`config.mk`:
```
export PLATFORM = sky130hd
export DESIGN_NAME = sd_serial_coef_adder
export DESIGN_NICKNAME = d
export VERILOG_FILES = /design/src/rtl/sdca_pkg.sv /design/src/rtl/sdca_transfer.sv /design/src/rtl/sdca_coef_seq.sv /design/src/rtl/sdca_out_stage.sv /design/src/rtl/sd_serial_coef_adder.sv
export SDC_FILE = /design/constraint.sdc
export NUM_CORES = 1
export LEC_CHECK = 0
export ABC_AREA = 1
export ABC_CLOCK_PERIOD_IN_PS = 3200
export CELL_PAD_IN_SITES_DETAIL_PLACEMENT = 1
export CELL_PAD_IN_SITES_GLOBAL_PLACEMENT = 1
export CORE_AREA = 2 2 83 77
export DETAILED_ROUTE_END_ITERATION = 12
export DIE_AREA = 0 0 85 79
export PLACE_DENSITY_LB_ADDON = 0.1
export SYNTH_ARGS = -nofsm -noshare
export SYNTH_HDL_FRONTEND = slang
export SYNTH_SLANG_ARGS = --single-unit
```
`constraint.sdc`:
```
create_clock -name clk -period 3.2 [get_ports clk]
set_input_delay 0.64 -clock clk [delete_from_list [all_inputs] [get_ports clk]]
set_output_delay 0.64 -clock clk [all_outputs]
set_load 0.05 [all_outputs]
```
`src/rtl/sdca_pkg.sv`:
```
package sdca_pkg;

  // Two-wire signed digit: {1,0} = +1, {0,1} = -1, {0,0} and {1,1} = 0
  typedef struct packed {
    logic pos;
    logic neg;
  } sd_t;

  localparam sd_t SD_ZERO = '{pos: 1'b0, neg: 1'b0};

  function automatic logic signed [2:0] sd_value(sd_t d);
    if (d.pos && !d.neg)      return 3'sd1;
    else if (d.neg && !d.pos) return 3'sb111;
    else                      return 3'sd0;
  endfunction

  // Argument must lie in -1..+1; the both-ones code is never built
  function automatic sd_t sd_encode(logic signed [2:0] v);
    sd_t r;
    r.pos = (v == 3'sd1);
    r.neg = (v == 3'sb111);
    return r;
  endfunction

  function automatic logic sd_nonneg(sd_t d);
    return !(d.neg && !d.pos);
  endfunction

endpackage

```
`src/rtl/sdca_transfer.sv`:
```
// Splits the position sum of one operand digit and one coefficient digit
// into a transfer digit (to the next more significant position) and an
// interim digit, chosen by looking at the sign of the next lower position.
module sdca_transfer
  import sdca_pkg::*;
(
  input  sd_t  x_dig,
  input  sd_t  y_dig,
  input  logic la_nonneg,
  output sd_t  t_dig,
  output sd_t  w_dig
);

  logic signed [2:0] psum;

  always_comb begin
    psum  = sd_value(x_dig) + sd_value(y_dig);
    t_dig = SD_ZERO;
    w_dig = SD_ZERO;
    case (psum)
      3'sd2:   t_dig.pos = 1'b1;
      3'sb110: t_dig.neg = 1'b1;
      3'sd1: begin
        if (la_nonneg) begin
          t_dig.pos = 1'b1;
          w_dig.neg = 1'b1;
        end else begin
          w_dig.pos = 1'b1;
        end
      end
      3'sb111: begin
        if (la_nonneg) begin
          w_dig.neg = 1'b1;
        end else begin
          t_dig.neg = 1'b1;
          w_dig.pos = 1'b1;
        end
      end
      default: ;
    endcase
  end

endmodule

```
`src/rtl/sdca_coef_seq.sv`:
```
// Captures the coefficient with the start digit and presents, for the digit
// now on the input, the matching coefficient digit (sign bit -> -1) and
// whether that digit is the last of its word.
module sdca_coef_seq
  import sdca_pkg::*;
#(
  parameter int W = 16
) (
  input  logic         clk,
  input  logic         rst_n,
  input  logic [W-1:0] coef_in,
  input  logic         cur_start,
  input  logic         take,
  output sd_t          y_dig,
  output logic         y_last
);

  localparam int CW = $clog2(W + 1);

  logic [W-1:0]  coef_q;
  logic [CW-1:0] cnt;

  always_comb begin
    y_dig.pos = cur_start ? 1'b0 : coef_q[W-1];
    y_dig.neg = cur_start ? coef_in[W-1] : 1'b0;
    y_last    = cur_start ? (W == 1) : (cnt == CW'(W - 1));
  end

  always_ff @(posedge clk) begin
    if (!rst_n) begin
      coef_q <= '0;
      cnt    <= CW'(W);
    end else if (take) begin
      if (cur_start) begin
        coef_q <= coef_in << 1;
        cnt    <= CW'(1);
      end else begin
        coef_q <= coef_q << 1;
        if (cnt != CW'(W)) cnt <= cnt + CW'(1);
      end
    end
  end

endmodule

```
`src/rtl/sdca_out_stage.sv`:
```
// Output digit register with a valid/ready hold.
module sdca_out_stage
  import sdca_pkg::*;
(
  input  logic clk,
  input  logic rst_n,
  input  logic load,
  input  sd_t  d,
  input  logic d_start,
  input  logic out_ready,
  output logic out_valid,
  output logic out_pos,
  output logic out_neg,
  output logic out_start,
  output logic free
);

  assign free = !out_valid || out_ready;

  always_ff @(posedge clk) begin
    if (!rst_n) begin
      out_valid <= 1'b0;
      out_pos   <= 1'b0;
      out_neg   <= 1'b0;
      out_start <= 1'b0;
    end else if (load) begin
      out_valid <= 1'b1;
      out_pos   <= d.pos;
      out_neg   <= d.neg;
      out_start <= d_start;
    end else if (out_ready) begin
      out_valid <= 1'b0;
    end
  end

  p_hold_stall_r6: assert property (@(posedge clk) disable iff (!rst_n)
    (out_valid && !out_ready) |=>
      (out_valid && $stable(out_pos) && $stable(out_neg) && $stable(out_start)));

  p_no_both_ones_r1: assert property (@(posedge clk) disable iff (!rst_n)
    out_valid |-> !(out_pos && out_neg));

endmodule

```
`src/rtl/sd_serial_coef_adder.sv`:
```
// Online signed-digit adder: serial operand plus stored coefficient,
// most significant digit first, fixed two-digit delay.
module sd_serial_coef_adder
  import sdca_pkg::*;
#(
  parameter int W = 16
) (
  input  logic         clk,
  input  logic         rst_n,
  input  logic [W-1:0] coef_in,
  input  logic         in_valid,
  output logic         in_ready,
  input  logic         in_start,
  input  logic         in_pos,
  input  logic         in_neg,
  output logic         out_valid,
  input  logic         out_ready,
  output logic         out_start,
  output logic         out_pos,
  output logic         out_neg
);

  // Holding stage: one digit waiting for its lookahead, or the end-of-word
  // marker that releases the final interim digit.
  logic a_valid, a_flush, a_start, a_last;
  sd_t  a_x, a_y;
  sd_t  b_w;              // interim digit of the position above the held one

  sd_t  in_dig, y_dig, t_dig, w_dig, s_dig;
  logic y_last, o_free, la_nonneg, emit, accept;
  logic signed [2:0] s_val;

  assign in_dig = '{pos: in_pos, neg: in_neg};

  sdca_coef_seq #(.W(W)) u_coef (
    .clk      (clk),
    .rst_n    (rst_n),
    .coef_in  (coef_in),
    .cur_start(in_start),
    .take     (accept),
    .y_dig    (y_dig),
    .y_last   (y_last)
  );

  always_comb begin
    if (a_last && !a_flush) la_nonneg = 1'b1;   // beyond the last digit: zero
    else la_nonneg = in_start || (sd_nonneg(in_dig) && sd_nonneg(y_dig));
  end

  sdca_transfer u_xfer (
    .x_dig    (a_x),
    .y_dig    (a_y),
    .la_nonneg(la_nonneg),
    .t_dig    (t_dig),
    .w_dig    (w_dig)
  );

  assign in_ready = !a_valid || (o_free && (a_flush || !a_last));
  assign accept   = in_valid && in_ready;
  assign emit     = a_valid && o_free && (a_flush || a_last || in_valid);

  always_comb begin
    if (a_flush)      s_val = sd_value(b_w);
    else if (a_start) s_val = sd_value(t_dig);
    else              s_val = sd_value(b_w) + sd_value(t_dig);
    s_dig = sd_encode(s_val);
  end

  always_ff @(posedge clk) begin
    if (!rst_n) begin
      a_valid <= 1'b0;
      a_flush <= 1'b0;
      a_start <= 1'b0;
      a_last  <= 1'b0;
      a_x     <= SD_ZERO;
      a_y     <= SD_ZERO;
      b_w     <= SD_ZERO;
    end else begin
      if (emit && !a_flush) b_w <= w_dig;
      if (accept) begin
        a_valid <= 1'b1;
        a_flush <= 1'b0;
        a_x     <= in_dig;
        a_y     <= y_dig;
        a_start <= in_start;
        a_last  <= y_last;
      end else if (emit) begin
        if (!a_flush && a_last) begin
          a_flush <= 1'b1;
        end else begin
          a_valid <= 1'b0;
          a_flush <= 1'b0;
        end
      end
    end
  end

  sdca_out_stage u_out (
    .clk      (clk),
    .rst_n    (rst_n),
    .load     (emit),
    .d        (s_dig),
    .d_start  (a_start && !a_flush),
    .out_ready(out_ready),
    .out_valid(out_valid),
    .out_pos  (out_pos),
    .out_neg  (out_neg),
    .out_start(out_start),
    .free     (o_free)
  );

  // Interim digit plus incoming transfer must stay inside the digit set
  p_digit_range_r2: assert property (@(posedge clk) disable iff (!rst_n)
    emit |-> (s_val <= 3'sd1 && s_val >= 3'sb111));

  // One input bubble follows each accepted last digit
  p_bubble_after_last_r5: assert property (@(posedge clk) disable iff (!rst_n)
    (accept && y_last) |=> !in_ready);

  // Nothing is emitted before a digit has been held
  p_emit_needs_hold_r7: assert property (@(posedge clk) disable iff (!rst_n)
    (!a_valid && !out_valid) |=> !out_valid);

endmodule

```
[Word-level counts from Yosys, hierarchy flattened]
Cells that the tools add are included.
Operators by class
  $add $sub $neg: 3
  multiply operators: 0
  divide/modulo/power cells: 0
  magnitude comparators: 0
  eq/ne operators: 9
  shift-type cells: 0
  multiplexer cells: 32
  bitwise operators: 1
  reductions and logical operators: 47
Operators by type and width (number)
  3-bit two-way mux: 14
  1-bit logical AND: 18
  1-bit zero test: 16
  16-bit two-way mux: 1
  1-bit two-way mux: 12
  5-bit two-way mux: 2
  3-bit adder: 2
  3-bit by 1-bit equality test with 1-bit output, second input constant: 2
  3-bit by 2-bit equality test with 1-bit output, second input constant: 2
  3-bit equality test, second input constant: 2
  1-bit logical OR: 6
  2-bit nonzero test: 3
  5-bit by 1-bit adder with 5-bit output, second input constant: 1
  5-bit by 4-bit equality test with 1-bit output, second input constant: 1
  5-bit != test, second input constant: 1
  1-bit one-hot mux with 2 select lines: 2
  2-bit AND reduction: 2
  2-bit OR reduction: 2
  2-bit two-way mux: 1
  2-bit != test, second input constant: 1
  1-bit NOT: 1
Storage, ports and cells
  register bits after elaboration: 35
  latch bits: 0
  memory bits (writable): 0
  memory bits (read-only): 0
  input port bits: 23
  output and inout port bits: 5
  word-level logic and storage cells: 108
  memories kept: 0

[Depth between registers and ports, before layout]
  depth in word-level cells: 19
  depth in mapped cells: 19
  gate-level depth less buffers: 19

[Cells and area by module]
From an unflattened synthesis, not the netlist that was laid out.
Second synthesis, totals
  cells, all modules: 287
  area, all modules: 2006.9 um^2
By module, submodules not included
  sdca_coef_seq: instances 1, cells an instance 146, area each 1037.2 um^2, seq. area each 400.4 um^2
  sd_serial_coef_adder: instances 1, cells an instance 99, area each 671.9 um^2, seq. area each 200.2 um^2
  sdca_transfer: instances 1, cells an instance 24, area each 156.4 um^2, seq. area each 0.0 um^2
  sdca_out_stage: instances 1, cells an instance 18, area each 141.4 um^2, seq. area each 80.1 um^2

[Least setup slack after synthesis]
Ideal clock, no wire load.
  path type: reg2reg
  from: register a_y[1] (netlist name)
  to: register u_out.out_neg
  library setup time: 0.070 ns
  data arrival time: 2.943 ns
  data required time: 3.130 ns
  path slack: 0.187 ns
  stages on the path, launching flop included: 17
  path buffers: 0
  clock period less this slack: 3.013 ns
  cells stage by stage: dfxtp_1 > inv_1 > ha_1 > inv_1 > ha_1 > fa_1 > nor3b_1 > ha_1 > inv_1 > ha_1 > inv_1 > fa_1 > o21ai_0 > nand2_1 > o21ai_0 > nand2_1 > a21oi_1
On the way
  cells in the longest elaborated chain, start to end: 17
  elaborated cells on any way between the ends: 24
  classes of those cells: 2 x add/sub; 5 x eq/ne; 10 x mux; 7 x reduce/logical
RTL lines
  start, declared: line sd_serial_coef_adder.sv:26  | sd_t a_x, a_y;
  start signal, assigned: line sd_serial_coef_adder.sv:84  | a_y <= y_dig;
  1-bit zero test: line sdca_pkg.sv:13  | else if (d.neg && !d.pos) return 3'sb111;
  1-bit logical AND: line sdca_pkg.sv:13
  3-bit two-way mux: line sdca_pkg.sv:13
  3-bit two-way mux *: line sdca_pkg.sv:12  | if (d.pos && !d.neg) return 3'sd1;
  3-bit adder *: line sdca_transfer.sv:17  | psum = sd_value(x_dig) + sd_value(y_dig);
  3-bit by 1-bit equality test with 1-bit output or 3-bit by 2-bit equality test with 1-bit output (tied branches): line sdca_transfer.sv:20  | case (psum)
  1-bit one-hot mux with 2 select lines: line sdca_transfer.sv:20
  1-bit zero test: line sdca_pkg.sv:13
  1-bit logical AND: line sdca_pkg.sv:13
  3-bit two-way mux: line sdca_pkg.sv:13
  3-bit two-way mux *: line sdca_pkg.sv:12
  3-bit two-way mux: line sd_serial_coef_adder.sv:64  | else if (a_start) s_val = sd_value(t_dig);
  3-bit two-way mux: line sd_serial_coef_adder.sv:63  | if (a_flush) s_val = sd_value(b_w);
  3-bit adder: line sd_serial_coef_adder.sv:65  | else s_val = sd_value(b_w) + sd_value(t_dig);
  3-bit two-way mux *: line sd_serial_coef_adder.sv:64
  3-bit two-way mux *: line sd_serial_coef_adder.sv:63
  3-bit by 1-bit equality test with 1-bit output *: line sdca_pkg.sv:21  | r.neg = (v == 3'sb111);
  end signal, assigned: line sdca_out_stage.sv:29  | out_neg <= d.neg;
  end, declared: line sdca_out_stage.sv:13  | output logic out_neg,
Mark *: on every way between the ends. The rest lies on a longest branch, timed or not. The select of a mux whose other input is x is not followed.
A chain may end at the register's enable or synchronous reset.

[Worst setup path in the final report]
Same ends and word-level chain as after synthesis.

==> results.md <==
* Worst-path clk slew at 70 ps
* Vias at 1708
* Synth Instances at 271
* Root Buffer: clkbuf_8
* DP Area at 0.002212 mm^2
* Final setup fails at 0
* Ant. Diodes at 0
* Flops & latches, synth at 34
* Synth Cell Area at 0.001881 mm^2
* Pre-CTS setup slack at -48.18 ps
* GRT Overall Usage at 14.72%
* WHS Path Cells at 2
* Share of Yosys cell area claimed by the top area cell type at 36.19%
* Switching Share at 27.73%
* Critical R2R Capture: u_out.out_neg
* VDD IR-drop max at 334.0 uV
* Starting Density at 31.81%
* First-pass GRT wire length at 7741 um
* Total CTS buffers at 5
* Worst slew margin at 67.31%
* Via density per instance at 4.543
* Cell area after layout at 0.002399 mm^2
* Run status: complete, no violations
* Sw Pwr at 0.2987 mW
* Ys Warns at 0
* Remaining DRCs at 0
* # nets final at 338
* FF-to-FF Start: a_y[1]
* CTS Sinks at 34
* Register-to-register setup slack at 100 ps
* Vias in the first global route at 1701
* Slowest-stage cell, CP: fa_1
* Critical path, cell by cell: inv_2 > ha_4 > inv_2 > ha_4 > fa_1 > nand2_1 > o211ai_1 > ha_1 > inv_2 > ha_4 > inv_4 > fa_1 > o21ai_1 > nand2_1 > o21ai_1 > nand2_1 > a21oi_2
* Hold Violations, Final at 0
* Initial antenna violation count at 0
* Fin Clk Skew at 5.999 ps
* Slew @ Worst Pin at 488.9 ps
* Post-DP HPWL at 3317 um
* Fmax at 0.3222 GHz
* Clock Path Buffers at 2
* Grt ovf at 0
* Critical path class: reg2reg
* Distinct cells, synth at 26
* Hold WC Path Type: reg2reg
* Seq/Total Area, Yosys at 36.19%
* Die area at 0.006715 mm^2
* Worst r2r path cells at 17
* Routability cong. at 0.7169
* Share of cells above drive strength 1 at 16.12%
* Startpoint Class: flip-flop
* Core area at 0.005912 mm^2
* Setup slack after layout at 96.14 ps
* Die Wd at 85 um
* Clock group share of total power at 36.4%
* Pwr/cell area at 449.1 mW/mm^2
* CTS tree: yes
* Period utilization at 97.00%
* Post-synthesis net count at 306
* Worst path required time at 3430 ps
* Worst-Skew Late Latency at 290 ps
* Hold Startpoint: u_coef.coef_q[14]
* Final WL at 4604 um
* Row count at 27
* H-Tree Depth at 2
* Antenna Nets Post-Route at 0
* Max-slew violations at 0
* Area Overhead vs Synth at 27.54%
* Max-cap viol count at 0
* Worst Path Arrival at 3340 ps
* Cell-internal power at 0.7785 mW
* DR WL/cell at 12.24 um
* Num ports at 28
* Post-synthesis average cell area at 6.939 um^2
* Sequential power share at 43.2%
* Crit-path max cell delay at 490 ps
* Worst-path fanout max at 4
* WHS Endpoint: u_coef.coef_q[14]
* Worst Setup End Kind: flip-flop
* Final min period at 3104 ps
* # hold bufs at CTS at 0
* RSZ-0062 raised after global routing: true
* Port Buffer Count at 27
* DRT Pass-1 Iters at 5
* Area leader, netlist: dfxtp_1
* Synth area leaders: dfxtp_1 36%, nand2_1 16%, nor2_1 8.4%, ha_1 6.0%, inv_1 5.2%
* Largest net degree at the start of global routing at 23
* Die height at 79 um
* P_leak at 1.056 nW
* Initial DRC Count at 41
* Share of total power in combinational logic at 20.4%
## sequential cells by signal, indices dropped and copies added (netlist names)
name	cells
u_coef.coef_q	15
a_flush	1
a_y	2
b_w	2
u_out.out_neg	1
a_x	2
u_out.out_start	1
a_last	1
a_valid	1
a_start	1
u_out.out_pos	1
u_coef.cnt	5
u_out.out_valid	1
## per-stage QoR
stage / power [mW] / setup TNS (ps) / util, % / instances / hold WS [ps]
2_1_floorplan: 0.6097 / 0 / - / 271 / 424.5
3_3_place_gp: 0.6727 / 0 / 37.42 / 366 / 433.7
3_5_place_dp: 0.6761 / -48.18 / 37.42 / 366 / 441.7
4_1_cts: 1.077 / 0 / 39.43 / 375 / 452.4
5_1_grt: 1.146 / -99.42 / 40.57 / 376 / 486.9
6_report: 1.077 / 0 / 40.57 / 376 / 448.0
## worst max-delay path: cells and delay by family, from the launching register on
family,cells,cell delay (ps)
adder cells (fa/ha/maj),6,1780
AO/OA/AOI/OAI,4,490
flip-flops,1,330
AND/OR/NAND/NOR,3,250
buffers and inverters,4,200
## repair_timing
item	in CTS	in global routing
setup endpoints to repair	2	2
gates resized for setup	2	18
cloned	0	0
pin swaps	1	11
setup buffers	1	1
## logic make-up after synthesis
group | count (synthesis) | share of synthesized area, %
AOI/OAI and AO/OA | 41 | 12.04
xor gates and xnor gates | 1 | 0.4658
adders and majority gates | 12 | 9.182
buffers and inverters | 41 | 10.05
DFF | 34 | 36.19
and+or+nand+nor | 142 | 32.07
## final cells by class
type                            instances  area [um^2]
Clock buffer                            7        76.32
Clock inverter                          1        30.03
Fill cell                             744         3513
Inverter                               31        120.1
Multi-Input combinational cell        196         1070
Sequential cell                        34        684.4
Tap cell                               72        90.09
Timing Repair Buffer                   35        327.8
## worst max-delay path by stage
stage	startpoint	to	slack, ps
6_report	a_y[1]	u_out.out_neg	100
5_1_grt	a_y[1]	u_out.out_neg	-90
4_1_cts	a_y[1]	u_out.out_neg	10
3_5_place_dp	in_pos	u_out.out_neg	-50
3_3_place_gp	in_pos	u_out.out_neg	20
2_1_floorplan	a_y[1]	u_out.out_neg	190
## synthesized netlist by cell type, drive strengths merged
cell type,number
clkinv,1
inv,30
dfxtp,34
xor2,1
o211ai,1
nor3b,2
nand3,10
ha,9
clkbuf,2
nand2,82
a21oi,14
nor2,44
fa,3
o21ai,26
nand4,4
buf,8
## placed cells by master (no fill, tap or decap), types with 5 or more instances in the layout
cell type / n
clkbuf_8: 5
dfxtp_1: 31
ha_1: 5
nor2_1: 42
clkdlybuf4s50_1: 26
buf_4: 9
inv_2: 9
nand3_1: 7
a21oi_1: 11
inv_1: 20
o21ai_0: 11
o21ai_1: 12
nand2_1: 78
## power groups by stage
stage               registers, mW  logic, mW  clock network (mW)
floorplan                   0.476      0.133                   0
global placement            0.473      0.200                   0
detailed placement          0.474      0.202                   0
CTS                         0.464      0.207               0.405
global route                0.469      0.252               0.425
finish                      0.465      0.220               0.392
## routing by layer
layer / track usage [%] / up-vias / routed length [um]
met2: 24.30 / 25 / 2119
li1: - / 911 / -
met3: 3.534 / 5 / 165
met4: 5.714 / 0 / 63
met5: 0 / - / 0
met1: 18.54 / 767 / 2255
(Power assumes the default switching activity.)
